<file path="config.mk">
export PLATFORM = sky130hd
export DESIGN_NAME = gcr_top
export DESIGN_NICKNAME = d
export VERILOG_FILES = /design/src/rtl/gcr_pkg.sv /design/src/rtl/gcr_sync.sv /design/src/rtl/gcr_gated_bit.sv /design/src/rtl/gcr_top.sv
export SDC_FILE = /design/constraint.sdc
export NUM_CORES = 1
export LEC_CHECK = 0
export BUFFER_PORTS_ARGS = -buffer_cell sky130_fd_sc_hd__buf_2
export CORE_MARGIN = 4
export CORE_UTILIZATION = 40
export DETAILED_ROUTE_END_ITERATION = 10
export PLACE_DENSITY = 0.75
export SLEW_MARGIN = 5
export SYNTH_ARGS = -nofsm -noshare
export SYNTH_HDL_FRONTEND = slang
export SYNTH_SLANG_ARGS = --single-unit
</file>
<file path="constraint.sdc">
create_clock -name clk_i -period 0.92 [get_ports clk_i]
set_input_delay 0.184 -clock clk_i [delete_from_list [all_inputs] [get_ports clk_i]]
set_output_delay 0.184 -clock clk_i [all_outputs]
set_load 0.02 [all_outputs]
</file>
<file path="src/rtl/gcr_pkg.sv">
package gcr_pkg;
  localparam int unsigned DATA_W  = 8;
  localparam int unsigned N_FLAGS = 2;

  typedef enum logic [1:0] {SEL_VER, SEL_STAT, SEL_CTL, SEL_NONE} sel_e;

  // flag 0: POST indicator, flag 1: carrier reset
  function automatic int unsigned flag_pos(int unsigned idx);
    return (idx == 0) ? 0 : 6;
  endfunction

  function automatic int unsigned gate_pos(int unsigned idx);
    return flag_pos(idx) + 1;
  endfunction
endpackage

</file>
<file path="src/rtl/gcr_sync.sv">
module gcr_sync #(
  parameter int unsigned W = 8
) (
  input  logic         clk_i,
  input  logic         rst_ni,
  input  logic [W-1:0] d_i,
  output logic [W-1:0] q_o
);
  logic [W-1:0] meta_q, sync_q;

  always_ff @(posedge clk_i or negedge rst_ni) begin
    if (!rst_ni) begin
      meta_q <= '0;
      sync_q <= '0;
    end else begin
      meta_q <= d_i;
      sync_q <= meta_q;
    end
  end

  assign q_o = sync_q;
endmodule

</file>
<file path="src/rtl/gcr_gated_bit.sv">
module gcr_gated_bit #(
  parameter int unsigned DW       = 8,
  parameter int unsigned FLAG_POS = 0,
  parameter int unsigned GATE_POS = 1,
  parameter logic        RST_VAL  = 1'b0
) (
  input  logic          clk_i,
  input  logic          rst_ni,
  input  logic          we_i,
  input  logic [DW-1:0] wdata_i,
  output logic          flag_o
);
  logic flag_q;

  always_ff @(posedge clk_i or negedge rst_ni) begin
    if (!rst_ni)                        flag_q <= RST_VAL;
    else if (we_i && wdata_i[GATE_POS]) flag_q <= wdata_i[FLAG_POS];
  end

  assign flag_o = flag_q;

  // R3 for the POST flag, R4 for the reset flag (same instance type)
  p_gate_closed_hold_r3: assert property (@(posedge clk_i) disable iff (!rst_ni)
    (we_i && !wdata_i[GATE_POS]) |=> $stable(flag_o));
  p_no_write_hold_r7: assert property (@(posedge clk_i) disable iff (!rst_ni)
    !we_i |=> $stable(flag_o));
  p_gate_open_load_r4: assert property (@(posedge clk_i) disable iff (!rst_ni)
    (we_i && wdata_i[GATE_POS]) |=> (flag_o == $past(wdata_i[FLAG_POS])));
endmodule

</file>
<file path="src/rtl/gcr_top.sv">
module gcr_top
  import gcr_pkg::*;
#(
  parameter int unsigned ADDR_W   = 4,
  parameter int unsigned OFF_VER  = 0,
  parameter int unsigned OFF_STAT = 4,
  parameter int unsigned OFF_CTL  = 8,
  parameter logic [3:0]  REVISION = 4'h5
) (
  input  logic              clk_i,
  input  logic              rst_ni,
  input  logic              cs_i,
  input  logic              rd_i,
  input  logic              wr_i,
  input  logic [ADDR_W-1:0] addr_i,
  input  logic [DATA_W-1:0] wdata_i,
  output logic [DATA_W-1:0] rdata_o,
  input  logic [DATA_W-1:0] status_i,
  output logic              post_led_no,
  output logic              reset_out_no
);
  localparam logic [ADDR_W-1:0] A_VER  = ADDR_W'(OFF_VER);
  localparam logic [ADDR_W-1:0] A_STAT = ADDR_W'(OFF_STAT);
  localparam logic [ADDR_W-1:0] A_CTL  = ADDR_W'(OFF_CTL);

  sel_e              sel;
  logic              ctl_we, rd_en;
  logic [N_FLAGS-1:0] flags;
  logic [DATA_W-1:0] stat_sync, ctl_rd, rd_mux, rdata_q;

  always_comb begin
    if      (addr_i == A_VER)  sel = SEL_VER;
    else if (addr_i == A_STAT) sel = SEL_STAT;
    else if (addr_i == A_CTL)  sel = SEL_CTL;
    else                       sel = SEL_NONE;
  end

  assign ctl_we = cs_i && wr_i && (sel == SEL_CTL);
  assign rd_en  = cs_i && rd_i;

  gcr_sync #(.W(DATA_W)) u_sync (
    .clk_i (clk_i),
    .rst_ni(rst_ni),
    .d_i   (status_i),
    .q_o   (stat_sync)
  );

  for (genvar g = 0; g < N_FLAGS; g++) begin : g_flag
    gcr_gated_bit #(
      .DW      (DATA_W),
      .FLAG_POS(flag_pos(g)),
      .GATE_POS(gate_pos(g)),
      .RST_VAL (1'b0)
    ) u_bit (
      .clk_i  (clk_i),
      .rst_ni (rst_ni),
      .we_i   (ctl_we),
      .wdata_i(wdata_i),
      .flag_o (flags[g])
    );
  end

  always_comb begin
    ctl_rd = '0;
    for (int i = 0; i < N_FLAGS; i++) ctl_rd[flag_pos(i)] = flags[i];
  end

  always_comb begin
    unique case (sel)
      SEL_VER:  rd_mux = {{(DATA_W-4){1'b0}}, REVISION};
      SEL_STAT: rd_mux = stat_sync;
      SEL_CTL:  rd_mux = ctl_rd;
      default:  rd_mux = '0;
    endcase
  end

  always_ff @(posedge clk_i or negedge rst_ni) begin
    if (!rst_ni) rdata_q <= '0;
    else         rdata_q <= rd_en ? rd_mux : '0;
  end

  assign rdata_o      = rdata_q;
  assign post_led_no  = flags[0];
  assign reset_out_no = flags[1];

  p_rdata_idle_r9: assert property (@(posedge clk_i) disable iff (!rst_ni)
    !(cs_i && rd_i) |=> (rdata_o == '0));
  p_ver_read_r2: assert property (@(posedge clk_i) disable iff (!rst_ni)
    (cs_i && rd_i && addr_i == A_VER) |=> (rdata_o[3:0] == REVISION && rdata_o[7:4] == 4'h0));
  p_rsvd_read_r8: assert property (@(posedge clk_i) disable iff (!rst_ni)
    (cs_i && rd_i && sel == SEL_NONE) |=> (rdata_o == '0));
  p_ctl_readback_r5: assert property (@(posedge clk_i) disable iff (!rst_ni)
    (cs_i && rd_i && addr_i == A_CTL) |=>
      (rdata_o[6] == $past(reset_out_no) && rdata_o[0] == $past(post_led_no)
       && (rdata_o & 8'hBE) == 8'h00));
  p_nocs_hold_r10: assert property (@(posedge clk_i) disable iff (!rst_ni)
    !cs_i |=> ($stable(post_led_no) && $stable(reset_out_no)));
endmodule

</file>
==> results.yml, run 1 <==
status:
  status: "finished, violations left"
  violations: "setup timing"
global_route:
  grt_pass1_vias: 554
  antenna_found_initial: 0
  grt_first_pass_wirelength_um: 2290
  grt_max_degree: 27
  grt_usage: 0.1195
  grt_overflow: 0
final_layout:
  area_growth_pct: 54.54
  diodes: 0
  design_area_mm2: 0.001234
  multiInputGateArea_um2: 156.4
  final_core_utilization: 0.6847
  regArea_um2: 650.6
  drive_gt1_frac: 0.4592
  final_nets: 124
  fillCellCount: 145
yosys:
  netlist.area_leader.share: 0.8150
  ys_warn_count: 0
  syn_area_um2: 798.3
  synthTopCellsByCount: "dfrtp_1, and3_1, a21oi_1, mux2_1, nand4_1"
  synth-edff-count: 0
  synth_largest_area_cell: "dfrtp_1"
  synth_cell_types: 16
  synth_area_leaders: "dfrtp_1, and3_1, mux2_1, nand4_1, nand4bb_1"
  seq_area_frac_synth: 0.8150
  synth_ff_type: "dfrtp_1"
  syn_area_per_cell_um2: 16.63
  synthArstFlopShare: 1.000
  synthCells: 48
  ys_ff_latch: 26
  synth_nets: 73
  yosysMostFrequentCell: "dfrtp_1"
setup_path:
  critPathKind: "reg2out"
  cp_top_family: "flip-flops"
  timing.critical_path.buf_inv: 1
  cp_data_required_time_ps: 740
  critPathMaxFanout: 2
  cp_slowest_cell: "dfrtp_1"
  slowest_delay_ps: 410
  start_kind: "register"
  crit_arrival_ps: 860
  cp_cell_sequence: "buf_6"
  critPathCaptureType: "output port"
timing:
  hold_slack_ps: 96.84
  min_period_ps: 1047
  rsz0062_at_grt: "true"
  max_slew_margin: 0.6542
  setup_ws_ps: -126.6
  hold_viol_final: 0
  timing.final.crit_share: 1.138
  fmax_ghz: 0.9554
  setup_viol: 10
  clock-skew-final_ps: 5.305
  slew_violations: 0
  worst_pin_slew_ps: 518.8
worst_hold_path:
  hp-class: "in2reg"
pwr:
  power_density_mw_per_mm2: 1605
  peakVddDrop_mv: 0.9800
  power_w: 0.001980
  p_leak_nw: 0.6368
floorplanning:
  fp.dieW_um: 52.67
  start_util: 0.4431
  rows: 15
  die_h_um: 52.67
  dieArea_mm2: 0.002774
  io-pin-count: 35
  coreArea_mm2: 0.001802
clock_network:
  path_clk_slew_ps: 130
  clkSinkCount: 26
  clockBufferDepth: 2
  root_buffer: "clkbuf_4"
  cts_tree: "yes"
  htreeDepth: 1
  clock_latency_ps: 310
  cts_buffers: 3
routing:
  drc: 0
  drt_iter0_drc: 2
  avgViaCountPerCell: 4.325
  wl_per_cell_um: 11.19
  drtPass1Iterations: 4
  wl_um: 1376
  ant_nets: 0
  dr_total_vias: 532
placed_design:
  port_buffers: 30
  dp_hpwl_um: 938.1
  placed_area_mm2: 0.001022
  place_congestion: 0.6833
job:
  maxCapViolations: 0
[state kept, by name, summed over array words and instances, names as in the netlist]
register             cells
u_sync.meta_q            8
u_sync.q_o               8
rdata_o                  8
g_flag.u_bit.flag_o      2
[worst register-to-register path: stages (launching register included)]
cell     delay (ps)
dfrtp_1         410
buf_4           140
mux2_4          250
[kinds of logic after synthesis]
group	count (synthesis)	synth area share
flops	26	0.8150
mux	2	0.02821
buf+inv	1	0.004698
compound gates	3	0.02195
simple gates	16	0.1301
[routing by layer]
layer  GRT usage  share of wire
met5           0              0
met3     0.01709          0.052
met1      0.1175           0.36
met4     0.07660              0
met2      0.2273           0.59
[stage by stage]
| step | cells | setup WS, ps | TNS, ps |
|---|---|---|---|
| floorplan | 48 | 20.57 | 0 |
| global route | 123 | -167.7 | -1427 |
| detailed placement | 108 | -153.5 | -580.4 |
| global placement | 108 | -127.2 | -420.0 |
| CTS | 123 | -140.7 | -1180 |
| finish | 123 | -126.6 | -1005 |
[cells in the final DEF (no fill, tap or decap)]
cell,instances
nor3b_2,1
nand3b_1,1
nand2b_1,1
mux2_4,2
nor2b_2,1
nor3_1,1
nand2_1,1
nand4bb_1,1
dfrtp_1,26
nor2b_1,1
nand4_1,2
and3_1,5
buf_4,7
clkbuf_8,1
buf_2,20
dlygate4sd3_1,9
a21oi_1,2
buf_6,10
a21o_1,1
clkbuf_4,3
inv_1,1
nor2_1,1
[worst paths after layout]
kind / depth (start not counted) / startpoint / slack [ps] / to
worst min-delay path: 2 / wdata_i[0] / 100 / g_flag[0].u_bit.flag_o
worst max-delay path: 1 / g_flag[1].u_bit.flag_o / -130 / reset_out_no
min in group asynchronous: 2 / rst_ni / 360 / u_sync.meta_q[7]
worst max register to register: 2 / g_flag[1].u_bit.flag_o / 20 / g_flag[1].u_bit.flag_o
worst min register to register: 0 / u_sync.meta_q[1] / 360 / u_sync.q_o[1]
max in group asynchronous: 2 / rst_ni / 210 / rdata_o[3]
[where the power goes]
group	switching, W	internal (W)	leakage (nW)	total [W]
Combinational	0.0000903	0.000135	0.291	0.000225
Sequential	0.0000178	0.00119	0.324	0.00121
Clock	0.000303	0.000242	0.0210	0.000545
[layout make-up]
class,count,share of cell area
Clock buffer,4,0.02941
Inverter,1,0.003043
Multi-Input combinational cell,21,0.1268
Sequential cell,26,0.5274
Tap cell,25,0.02536
Timing Repair Buffer,46,0.2880
[repair_timing]
item,in CTS,in global routing
endpoints found under the setup margin,10,11
buffers inserted,2,1
endpoints found under the hold margin,34,0
hold buffers,9,0
pin swaps,0,0
gates resized for setup,21,1
No activity file was read; power rests on OpenSTA's default activity.
==> inputs of run 2 (changes only) <==
- CTS_CLUSTER_DIAMETER: default -> 80
- HOLD_SLACK_MARGIN: default -> 0.03
- REMOVE_ABC_BUFFERS: default -> 1
==> results.yml, run 2 (synthesis gave the netlist of run 1 again) <==
routing:
  avgViaCountPerCell: 4.282
  ant_nets: 0
  drtPass1Iterations: 3
  wl_per_cell_um: 10.94
  dr_total_vias: 531
  wl_um: 1357
  drt_iter0_drc: 2
  drc: 0
final_layout:
  layoutNonFillerInstCount: 124
  final_nets: 125
  final_cell_mix: "dfrtp_1, buf_2, buf_6"
  drive_gt1_frac: 0.4646
  area_growth_pct: 58.31
  multiInputGateArea_um2: 155.1
  fillCellCount: 137
  final_core_utilization: 0.7014
  regArea_um2: 650.6
  layout_commonest_cell: "dfrtp_1"
  diodes: 0
clock_network:
  path_clk_slew_ps: 120
  htreeDepth: 1
  cts_tree: "yes"
  clockBufferDepth: 2
  clkSinkCount: 26
  root_buffer: "clkbuf_4"
  cts_buffers: 3
  clock_latency_ps: 310
pwr:
  sw_frac_of_total: 0.1895
  clkPwrFrac: 0.338
  combinationalPowerShare: 0.113
  power_density_mw_per_mm2: 1742
  p_leak_nw: 0.6492
  switchingPower_w: 0.0004172
  pwr-share-seq: 0.549
  peakVddDrop_mv: 1.156
  internal-power_w: 0.001784
setup_path:
  cp_top_family: "flip-flops"
  startpoint: "g_flag[0].u_bit.flag_o"
  start_kind: "register"
  critPathKind: "reg2out"
  cp_slowest_cell: "dfrtp_1"
  cp_data_required_time_ps: 740
  slowest_delay_ps: 420
  cp_cell_sequence: "buf_6"
  critPathMaxFanout: 2
  timing.critical_path.buf_inv: 1
  reg2reg_from: "g_flag[0].u_bit.flag_o"
  critPathCaptureType: "output port"
  crit_arrival_ps: 870
timing:
  rsz0062_at_grt: "true"
  slew_violations: 0
  fmax_ghz: 0.9519
  clock-skew-final_ps: 0.7536
  max_slew_margin: 0.6588
  setup_ws_ps: -130.5
  setup_tns_ps: -1196
  timing.final.crit_share: 1.142
  min_period_ps: 1050
  hold_viol_final: 0
  setup_viol: 12
  worst_pin_slew_ps: 511.8
global_route:
  antenna_found_initial: 0
  grt_overflow: 0
  grt_usage: 0.1233
  grt_first_pass_wirelength_um: 2325
  grt_max_degree: 27
  grt_pass1_vias: 542
placed_design:
  port_buffers: 30
  place_ws_ps: -236.6
  place_congestion: 0.6948
  place_inst: 107
floorplanning:
  fp.dieW_um: 52.67
  coreArea_mm2: 0.001802
  dieArea_mm2: 0.002774
  rows: 15
  start_util: 0.4431
  io-pin-count: 35
  die_h_um: 52.67
status:
  violations: "setup timing"
  status: "finished, violations left"
worst_hold_path:
  hp-class: "in2reg"
  hold_start: "wdata_i[6]"
job:
  maxCapViolations: 0
-- run 2: changes by cell type in the layout (fill, tap and decap cells not counted) --
cell | previous run | this run
nor3b_1 | 0 | 1
clkbuf_8 | 1 | 0
a21oi_2 | 0 | 1
buf_4 | 7 | 6
bufinv_16 | 0 | 1
nor3b_2 | 1 | 0
a21oi_1 | 2 | 1
buf_6 | 10 | 12
-- run 2: timing repair --
action | in CTS | in global routing
endpoints found under the hold margin | 34 | 0
buffers inserted | 2 | 2
hold buffers | 9 | 0
setup endpoints to repair | 10 | 12
gates resized for setup | 21 | 4
-- run 2: worst paths after layout --
kind	depth (start not counted)	slack, ps	end
setup / recovery	1	-130	post_led_no
hold / removal	2	90	g_flag[1].u_bit.flag_o
setup reg to reg	3	-100	g_flag[0].u_bit.flag_o
hold reg to reg	0	360	u_sync.q_o[3]
max in group asynchronous	2	220	rdata_o[3]
min in group asynchronous	2	360	u_sync.meta_q[5]
-- run 2: area by class of cell --
class | instances | share of cell area
multi-input cells | 21 | 0.1228
well taps | 25 | 0.02475
clock inverters | 1 | 0.02376
flip-flops and latches | 26 | 0.5149
clock buffers | 3 | 0.01782
inverters | 1 | 0.002970
repair buffers | 47 | 0.2931
-- run 2: routing by layer --
layer	routed length (um)	GRT usage
met5	0	0
met4	43	0.07660
met3	69	0.03704
met2	779	0.2211
met1	464	0.1217
-- run 2: power by group through the flow --
| stage | registers (W) | logic [W] | clock network [W] |
|---|---|---|---|
| 6_report | 0.00121 | 0.000248 | 0.000745 |
| 3_5_place_dp | 0.00123 | 0.000144 | 0 |
| 4_1_cts | 0.00121 | 0.000215 | 0.000764 |
| 3_3_place_gp | 0.00123 | 0.000139 | 0 |
| 2_1_floorplan | 0.00125 | 0.0000271 | 0 |
| 5_1_grt | 0.00122 | 0.000272 | 0.000818 |
-- run 2: through the flow --
step	hold slack, ps	cell area, um^2	power [W]
after floorplan	-111.6	798.3	0.001273
after detailed placement	185.6	1010	0.001375
after CTS	68.79	1234	0.002189
after global placement	178.7	1010	0.001368
after global routing	80.83	1264	0.002306
final	93.04	1264	0.002202
